**config.mk**
```make
export PLATFORM = sky130hd
export DESIGN_NAME = cc_line_classifier
export DESIGN_NICKNAME = d
export VERILOG_FILES = /design/src/rtl/cc_cls_pkg.sv /design/src/rtl/cc_settle_timer.sv /design/src/rtl/cc_seq_ctrl.sv /design/src/rtl/cc_line_classifier.sv
export SDC_FILE = /design/constraint.sdc
export NUM_CORES = 1
export LEC_CHECK = 0
export BUFFER_PORTS_ARGS = -buffer_cell sky130_fd_sc_hd__buf_2
export CAP_MARGIN = 20
export CORE_MARGIN = 5
export CORE_UTILIZATION = 45
export DETAILED_ROUTE_END_ITERATION = 6
export GPL_TIMING_DRIVEN = 0
export HOLD_SLACK_MARGIN = 0.12
export PLACE_DENSITY = 0.7
export SYNTH_ARGS = -nofsm -noshare
export SYNTH_HDL_FRONTEND = slang
export SYNTH_SLANG_ARGS = --single-unit
```
**constraint.sdc**
```tcl
create_clock -name clk -period 4.6 [get_ports clk]
set_input_delay 0.46 -clock clk [delete_from_list [all_inputs] [get_ports clk]]
set_output_delay 0.46 -clock clk [all_outputs]
set_load 0.01 [all_outputs]
```
**src/rtl/cc_cls_pkg.sv**
```systemverilog
// Shared types and decode tables for the CC line classifier.
// Assumes level codes come from a 2-bit coarse detector on the selected pin.
package cc_cls_pkg;

    typedef enum logic [2:0] {
        TERM_OPEN    = 3'd0,
        TERM_RA      = 3'd1,
        TERM_RD      = 3'd2,
        TERM_SNK_DEF = 3'd3,
        TERM_SNK_1P5 = 3'd4,
        TERM_SNK_3P0 = 3'd5
    } term_e;

    typedef enum logic [2:0] {
        SEQ_IDLE,
        SEQ_SCAN1,
        SEQ_SCAN2,
        SEQ_THR_HI,
        SEQ_THR_LO
    } seq_e;

    localparam logic [5:0] THR_HIGH = 6'h26;
    localparam logic [5:0] THR_LOW  = 6'h05;

    // Decode a coarse level code; src_tbl picks the pulling-up table.
    function automatic term_e lvl_decode(input logic src_tbl, input logic [1:0] code);
        term_e r;
        if (src_tbl) begin
            case (code)
                2'd0:    r = TERM_RA;
                2'd3:    r = TERM_OPEN;
                default: r = TERM_RD;
            endcase
        end else begin
            case (code)
                2'd1:    r = TERM_SNK_DEF;
                2'd2:    r = TERM_SNK_1P5;
                2'd3:    r = TERM_SNK_3P0;
                default: r = TERM_OPEN;
            endcase
        end
        return r;
    endfunction

endpackage

```
**src/rtl/cc_settle_timer.sv**
```systemverilog
// Settling-wait counter. Counts cycles from a clear; expired is high in the
// last cycle of a window of `limit` cycles. Assumes limit >= 1.
module cc_settle_timer #(
    parameter int CNT_W = 4
) (
    input  logic             clk,
    input  logic             rst_n,
    input  logic             clr,
    input  logic [CNT_W-1:0] limit,
    output logic             expired
);

    logic [CNT_W-1:0] cnt;

    // Cycle counter, restarted by clr.
    always_ff @(posedge clk) begin
        if (!rst_n)   cnt <= '0;
        else if (clr) cnt <= '0;
        else          cnt <= cnt + CNT_W'(1);
    end

    assign expired = (cnt == limit - CNT_W'(1));


    cnt_bound_chk: assert property (@(posedge clk) disable iff (!rst_n)
        cnt < limit);

endmodule

```
**src/rtl/cc_seq_ctrl.sv**
```systemverilog
// Measurement sequencer: picks the method from role, mode and toggling
// status, drives the DAC and measurement switch, and latches the results.
// Assumes the analog front end settles within the timer windows.
module cc_seq_ctrl
    import cc_cls_pkg::*;
#(
    parameter int SRC_CYC = 12,
    parameter int SCAN_CYC = 3,
    parameter int CNT_W = 4
) (
    input  logic             clk,
    input  logic             rst_n,
    input  logic             start,
    input  logic             toggling,
    input  logic             role_src,
    input  logic             lvl_mode,
    input  logic [1:0]       pu_sel,
    input  logic [1:0]       host_sel,
    input  logic [1:0]       lvl_code,
    input  logic             comp,
    input  logic             expired,
    output logic             tmr_clr,
    output logic [CNT_W-1:0] limit,
    output logic [7:0]       dac_ctrl,
    output logic [1:0]       meas_sel,
    output logic [2:0]       cc1_term,
    output logic [2:0]       cc2_term,
    output logic             busy,
    output logic             done
);

    seq_e  state;
    logic  pin2_q;
    logic  srcdir_q;
    term_e held1;
    term_e cc1_q, cc2_q;
    logic  done_q;
    term_e thr_res;

    // Result of the comparator step in progress.
    always_comb begin
        if (state == SEQ_THR_HI) thr_res = TERM_OPEN;
        else                     thr_res = comp ? TERM_RA : TERM_RD;
    end

    // Sequencer state, working registers and result latches.
    always_ff @(posedge clk) begin
        if (!rst_n) begin
            state    <= SEQ_IDLE;
            pin2_q   <= 1'b0;
            srcdir_q <= 1'b0;
            held1    <= TERM_OPEN;
            cc1_q    <= TERM_OPEN;
            cc2_q    <= TERM_OPEN;
            done_q   <= 1'b0;
        end else begin
            done_q <= 1'b0;
            case (state)
                SEQ_IDLE: if (start) begin
                    if (toggling) begin
                        cc1_q  <= TERM_OPEN;
                        cc2_q  <= TERM_OPEN;
                        done_q <= 1'b1;
                    end else if (role_src && !lvl_mode) begin
                        if (pu_sel[0]) begin
                            pin2_q <= 1'b0;
                            state  <= SEQ_THR_HI;
                        end else if (pu_sel[1]) begin
                            pin2_q <= 1'b1;
                            state  <= SEQ_THR_HI;
                        end else begin
                            cc1_q  <= TERM_OPEN;
                            cc2_q  <= TERM_OPEN;
                            done_q <= 1'b1;
                        end
                    end else begin
                        srcdir_q <= role_src;
                        state    <= SEQ_SCAN1;
                    end
                end
                SEQ_SCAN1: if (expired) begin
                    held1 <= lvl_decode(srcdir_q, lvl_code);
                    state <= SEQ_SCAN2;
                end
                SEQ_SCAN2: if (expired) begin
                    cc1_q  <= held1;
                    cc2_q  <= lvl_decode(srcdir_q, lvl_code);
                    done_q <= 1'b1;
                    state  <= SEQ_IDLE;
                end
                SEQ_THR_HI, SEQ_THR_LO: if (expired) begin
                    if (state == SEQ_THR_HI && !comp) begin
                        state <= SEQ_THR_LO;
                    end else begin
                        cc1_q  <= pin2_q ? TERM_OPEN : thr_res;
                        cc2_q  <= pin2_q ? thr_res : TERM_OPEN;
                        done_q <= 1'b1;
                        state  <= SEQ_IDLE;
                    end
                end
                default: state <= SEQ_IDLE;
            endcase
        end
    end

    // Timer restart on entry to every wait window; limit per window kind.
    always_comb begin
        tmr_clr = (state == SEQ_IDLE) || expired;
        limit   = (state == SEQ_SCAN1 || state == SEQ_SCAN2) ? CNT_W'(SCAN_CYC)
                                                             : CNT_W'(SRC_CYC);
    end

    // DAC byte and measurement switch drive.
    always_comb begin
        case (state)
            SEQ_THR_HI: dac_ctrl = {THR_HIGH, 2'b00};
            SEQ_THR_LO: dac_ctrl = {THR_LOW, 2'b00};
            default:    dac_ctrl = 8'h00;
        endcase
        case (state)
            SEQ_SCAN1:              meas_sel = 2'b01;
            SEQ_SCAN2:              meas_sel = 2'b10;
            SEQ_THR_HI, SEQ_THR_LO: meas_sel = pin2_q ? 2'b10 : 2'b01;
            default:                meas_sel = host_sel;
        endcase
    end

    assign busy     = (state != SEQ_IDLE);
    assign done     = done_q;
    assign cc1_term = cc1_q;
    assign cc2_term = cc2_q;


    done_idle_chk: assert property (@(posedge clk) disable iff (!rst_n)
        done |-> !busy);


    hold_seq_chk: assert property (@(posedge clk) disable iff (!rst_n)
        (busy && !expired) |=> $stable(state));


    one_sel_chk: assert property (@(posedge clk) disable iff (!rst_n)
        busy |-> ($countones(meas_sel) == 1));


    toggle_open_chk: assert property (@(posedge clk) disable iff (!rst_n)
        (done && $past(start && toggling && !busy)) |->
        (cc1_term == 3'd0 && cc2_term == 3'd0));


    other_pin_chk: assert property (@(posedge clk) disable iff (!rst_n)
        (done && $past(state == SEQ_THR_HI || state == SEQ_THR_LO)) |->
        ($past(pin2_q) ? (cc1_term == 3'd0) : (cc2_term == 3'd0)));

endmodule

```
**src/rtl/cc_line_classifier.sv**
```systemverilog
// Top of the CC line classifier: derives the settling window from the clock
// rate and joins the sequencer to its timer. Assumes CLK_KHZ*SETTLE_US >= 1000.
module cc_line_classifier #(
    parameter int CLK_KHZ   = 125000,
    parameter int SETTLE_US = 250,
    parameter int SCAN_CYC  = 8
) (
    input  logic       clk,
    input  logic       rst_n,
    input  logic       start,
    input  logic       toggling,
    input  logic       role_src,
    input  logic       lvl_mode,
    input  logic [1:0] pu_sel,
    input  logic [1:0] host_sel,
    input  logic [1:0] lvl_code,
    input  logic       comp,
    output logic [7:0] dac_ctrl,
    output logic [1:0] meas_sel,
    output logic [2:0] cc1_term,
    output logic [2:0] cc2_term,
    output logic       busy,
    output logic       done
);

    localparam int SRC_CYC = CLK_KHZ * SETTLE_US / 1000;
    localparam int MAX_CYC = (SRC_CYC > SCAN_CYC) ? SRC_CYC : SCAN_CYC;
    localparam int CNT_W   = $clog2(MAX_CYC + 1);

    logic             tmr_clr;
    logic             expired;
    logic [CNT_W-1:0] limit;

    cc_settle_timer #(.CNT_W(CNT_W)) u_timer (
        .clk     (clk),
        .rst_n   (rst_n),
        .clr     (tmr_clr),
        .limit   (limit),
        .expired (expired)
    );

    cc_seq_ctrl #(
        .SRC_CYC  (SRC_CYC),
        .SCAN_CYC (SCAN_CYC),
        .CNT_W    (CNT_W)
    ) u_seq (
        .clk      (clk),
        .rst_n    (rst_n),
        .start    (start),
        .toggling (toggling),
        .role_src (role_src),
        .lvl_mode (lvl_mode),
        .pu_sel   (pu_sel),
        .host_sel (host_sel),
        .lvl_code (lvl_code),
        .comp     (comp),
        .expired  (expired),
        .tmr_clr  (tmr_clr),
        .limit    (limit),
        .dac_ctrl (dac_ctrl),
        .meas_sel (meas_sel),
        .cc1_term (cc1_term),
        .cc2_term (cc2_term),
        .busy     (busy),
        .done     (done)
    );

endmodule

```
==> out/qor.yml <==
status: "complete, no violations"
power.switching_mw: 0.146
nNetsFinal: 258
r2r_slack_ns: 2.51
ys_types: 53
die_area_um2: 5250
drv_slew: 0
pwr-share-seq: 0.474
fp.dieW_um: 72.5
final_cell_mix: "30 x dfxtp_1, 26 x buf_2, 25 x nor2_1, 25 x nand2_1, 12 x xor2_1"
synth_edf_count: 0
antenna_found_initial: 0
hold_path_class: "in2reg"
fin_crit_ns: 2.12
fin_area_um2: 2040
critical_path_class: "reg2out"
yosysSeqAreaShare: 0.342
synthCells: 205
powerDensity_nw_per_um2: 278
clk_pin_slew_ns: 0.06
multiInputGateArea_um2: 1030
holdPathEnd: "u_seq.pin2_q"
port_buffers: 25
cts_tree: "yes"
ctsResizeCount: 0
cp.required_ns: 4.14
slowest_stage: "dfxtp_1"
dpl_cell_area_um2: 1950
max_cap_violations: 0
die_h_um: 72.5
core-area_um2: 3720
reg2reg_depth: 7
synthArstFlopShare: 0
ant_nets: 0
clockBufferDepth: 2
syn_avg_cell_area_um2: 8.57
drt_first_iter_violations: 95
fillers: 372
grt_pass1_vias: 1400
cts_hold_buf: 0
antennaDiodeCount: 0
p_clk_frac: 0.363
crit_chain: "buf_6, nor2b_1, clkbuf_1, nand2_1, inv_1, buf_4, buf_2"
ff_latch_area_um2: 601
p_comb_frac: 0.163
intPower_mw: 0.420
r2r_end: "u_timer.cnt[3]"
layout_commonest_cell: "dfxtp_1"
ios: 31
area_growth_syn_to_layout_pct: 15.9
clockRootBuffer: "clkbuf_8"
crit_path_end_kind: "output pin"
cts_sinks: 30
grt_max_degree: 11
vdd_ir_drop_max_uv: 190
finalClockSkew_ns: 0.00593
grt_pass1_wl_um: 6150
yosysWarnings: 0
drc_errors: 0
syn_area_um2: 1760
vias_per_cell: 5.26
rsz0062_at_grt: "false"
worstReg2RegStart: "u_timer.cnt[11]"
drt_first_pass_iters: 4
synth-seq-cells: 30
min_period_over_period: 0.460
power_leakage_nw: 0.862
hold_violations: 0
critPathArrivalTime_ns: 1.66
clk_latency_ns: 0.27
gr-total-overflow: 0
swShare: 0.258
cts_setup_buffers: 0
ctsHtreeMaxLevel: 2
finalWirelength_um: 3550
cpPeakStageDelay_ns: 0.35
startpoint_type: "flop"
cp_max_fo: 10
dp_hpwl_um: 2770
gp_congestion: 0.813
max_freq_ghz: 0.472
initial_core_util: 0.473
routedWlPerCell_um: 12.4
tns_ns: 0
synthFlopType: "dfxtp_1"
setup_violations: 0
cts_buffers: 5
drive_above_1_share: 0.226
vias: 1509
grt_usage: 0.147
holdCritStartpoint: "pu_sel[0]"
rows: 22
min_path_cells: 2
[layer usage]
layer | vias up | share of wire | GRT usage
met5 | - | 0 | 0
li1 | 775 | - | -
met2 | 34 | 0.43 | 0.220
met1 | 698 | 0.50 | 0.199
met4 | 0 | 0.010 | 0.0553
met3 | 2 | 0.058 | 0.0402
[worst max-delay path: cells and delay by family (launching register included)]
kind          cells  cell delay (ns)
buf+inv           5             0.72
flops             1             0.35
simple gates      2             0.30
[layout make-up]
class | instances | area share
repair buffers | 25 | 0.0615
inverters | 7 | 0.0129
flip-flops and latches | 30 | 0.295
multi-input cells | 157 | 0.504
clock buffers | 6 | 0.0406
plain buffers | 14 | 0.0565
well taps | 48 | 0.0295
[state kept, by name (all words and copies together), names as in the netlist]
register / flops
u_seq.pin2_q: 1
u_seq.done: 1
u_seq.srcdir_q: 1
u_seq.cc1_term: 3
u_seq.cc2_term: 3
u_timer.cnt: 15
u_seq.held1: 3
u_seq.state: 3
[power groups by stage]
stage	clock, mW	sequential, mW	combinational [mW]
floorplan	0	0.273	0.0674
finish	0.205	0.268	0.0921
global placement	0	0.274	0.0920
detailed placement	0	0.274	0.0922
CTS	0.211	0.268	0.0926
global route	0.222	0.268	0.103
[Yosys cell counts, types with 2 or more instances]
cell type,n,area share
dfxtp_1,30,0.34
nand2_1,25,0.053
nor2_1,25,0.053
xor2_1,12,0.060
mux2i_1,8,0.046
inv_1,7,0.015
nand4_1,7,0.025
buf_4,6,0.026
nand3_1,6,0.017
a21oi_1,5,0.014
and2_1,5,0.018
ha_1,5,0.036
nand2b_1,5,0.018
nor3_1,4,0.011
o21ai_0,4,0.011
buf_6,3,0.019
nor2b_1,3,0.011
a31oi_1,2,0.0071
and4_1,2,0.010
and4bb_2,2,0.014
clkbuf_1,2,0.0043
nor4_1,2,0.0071
o211a_1,2,0.011
o211ai_1,2,0.0085
or3_1,2,0.0071
xnor2_1,2,0.010
[through the flow]
stage | power, mW | instances | setup slack (ns) | util | hold WS, ns
3_5_place_dp | 0.366 | 281 | 2.52 | 0.526 | 0.448
5_1_grt | 0.594 | 287 | 2.29 | 0.548 | 0.407
3_3_place_gp | 0.366 | 281 | 2.51 | 0.526 | 0.442
2_1_floorplan | 0.341 | 208 | 2.71 | - | 0.435
6_report | 0.565 | 287 | 2.48 | 0.548 | 0.397
4_1_cts | 0.571 | 287 | 2.46 | 0.548 | 0.388
[cells by family after synthesis]
logic type,after synthesis,share of synthesized area
simple gates,97,0.299
compound gates,29,0.125
flops,30,0.342
mux,8,0.0456
fa+ha+maj,5,0.0356
buf+inv,21,0.0805
other cells,1,0.00213
xor+xnor,14,0.0698
[how the worst max path moves through the flow]
stage / startpoint / endpoint / slack (ns) / cells past startpoint
after CTS: u_seq.state[1] / dac_ctrl[7] / 2.46 / 7
final: u_seq.state[1] / dac_ctrl[7] / 2.48 / 7
after detailed placement: u_timer.cnt[11] / u_timer.cnt[3] / 2.52 / 7
after global placement: u_timer.cnt[11] / u_timer.cnt[3] / 2.51 / 7
after global routing: u_seq.state[1] / dac_ctrl[7] / 2.29 / 7
after floorplan: u_timer.cnt[11] / u_timer.cnt[2] / 2.71 / 7
Power figures use the tool's default switching activity.
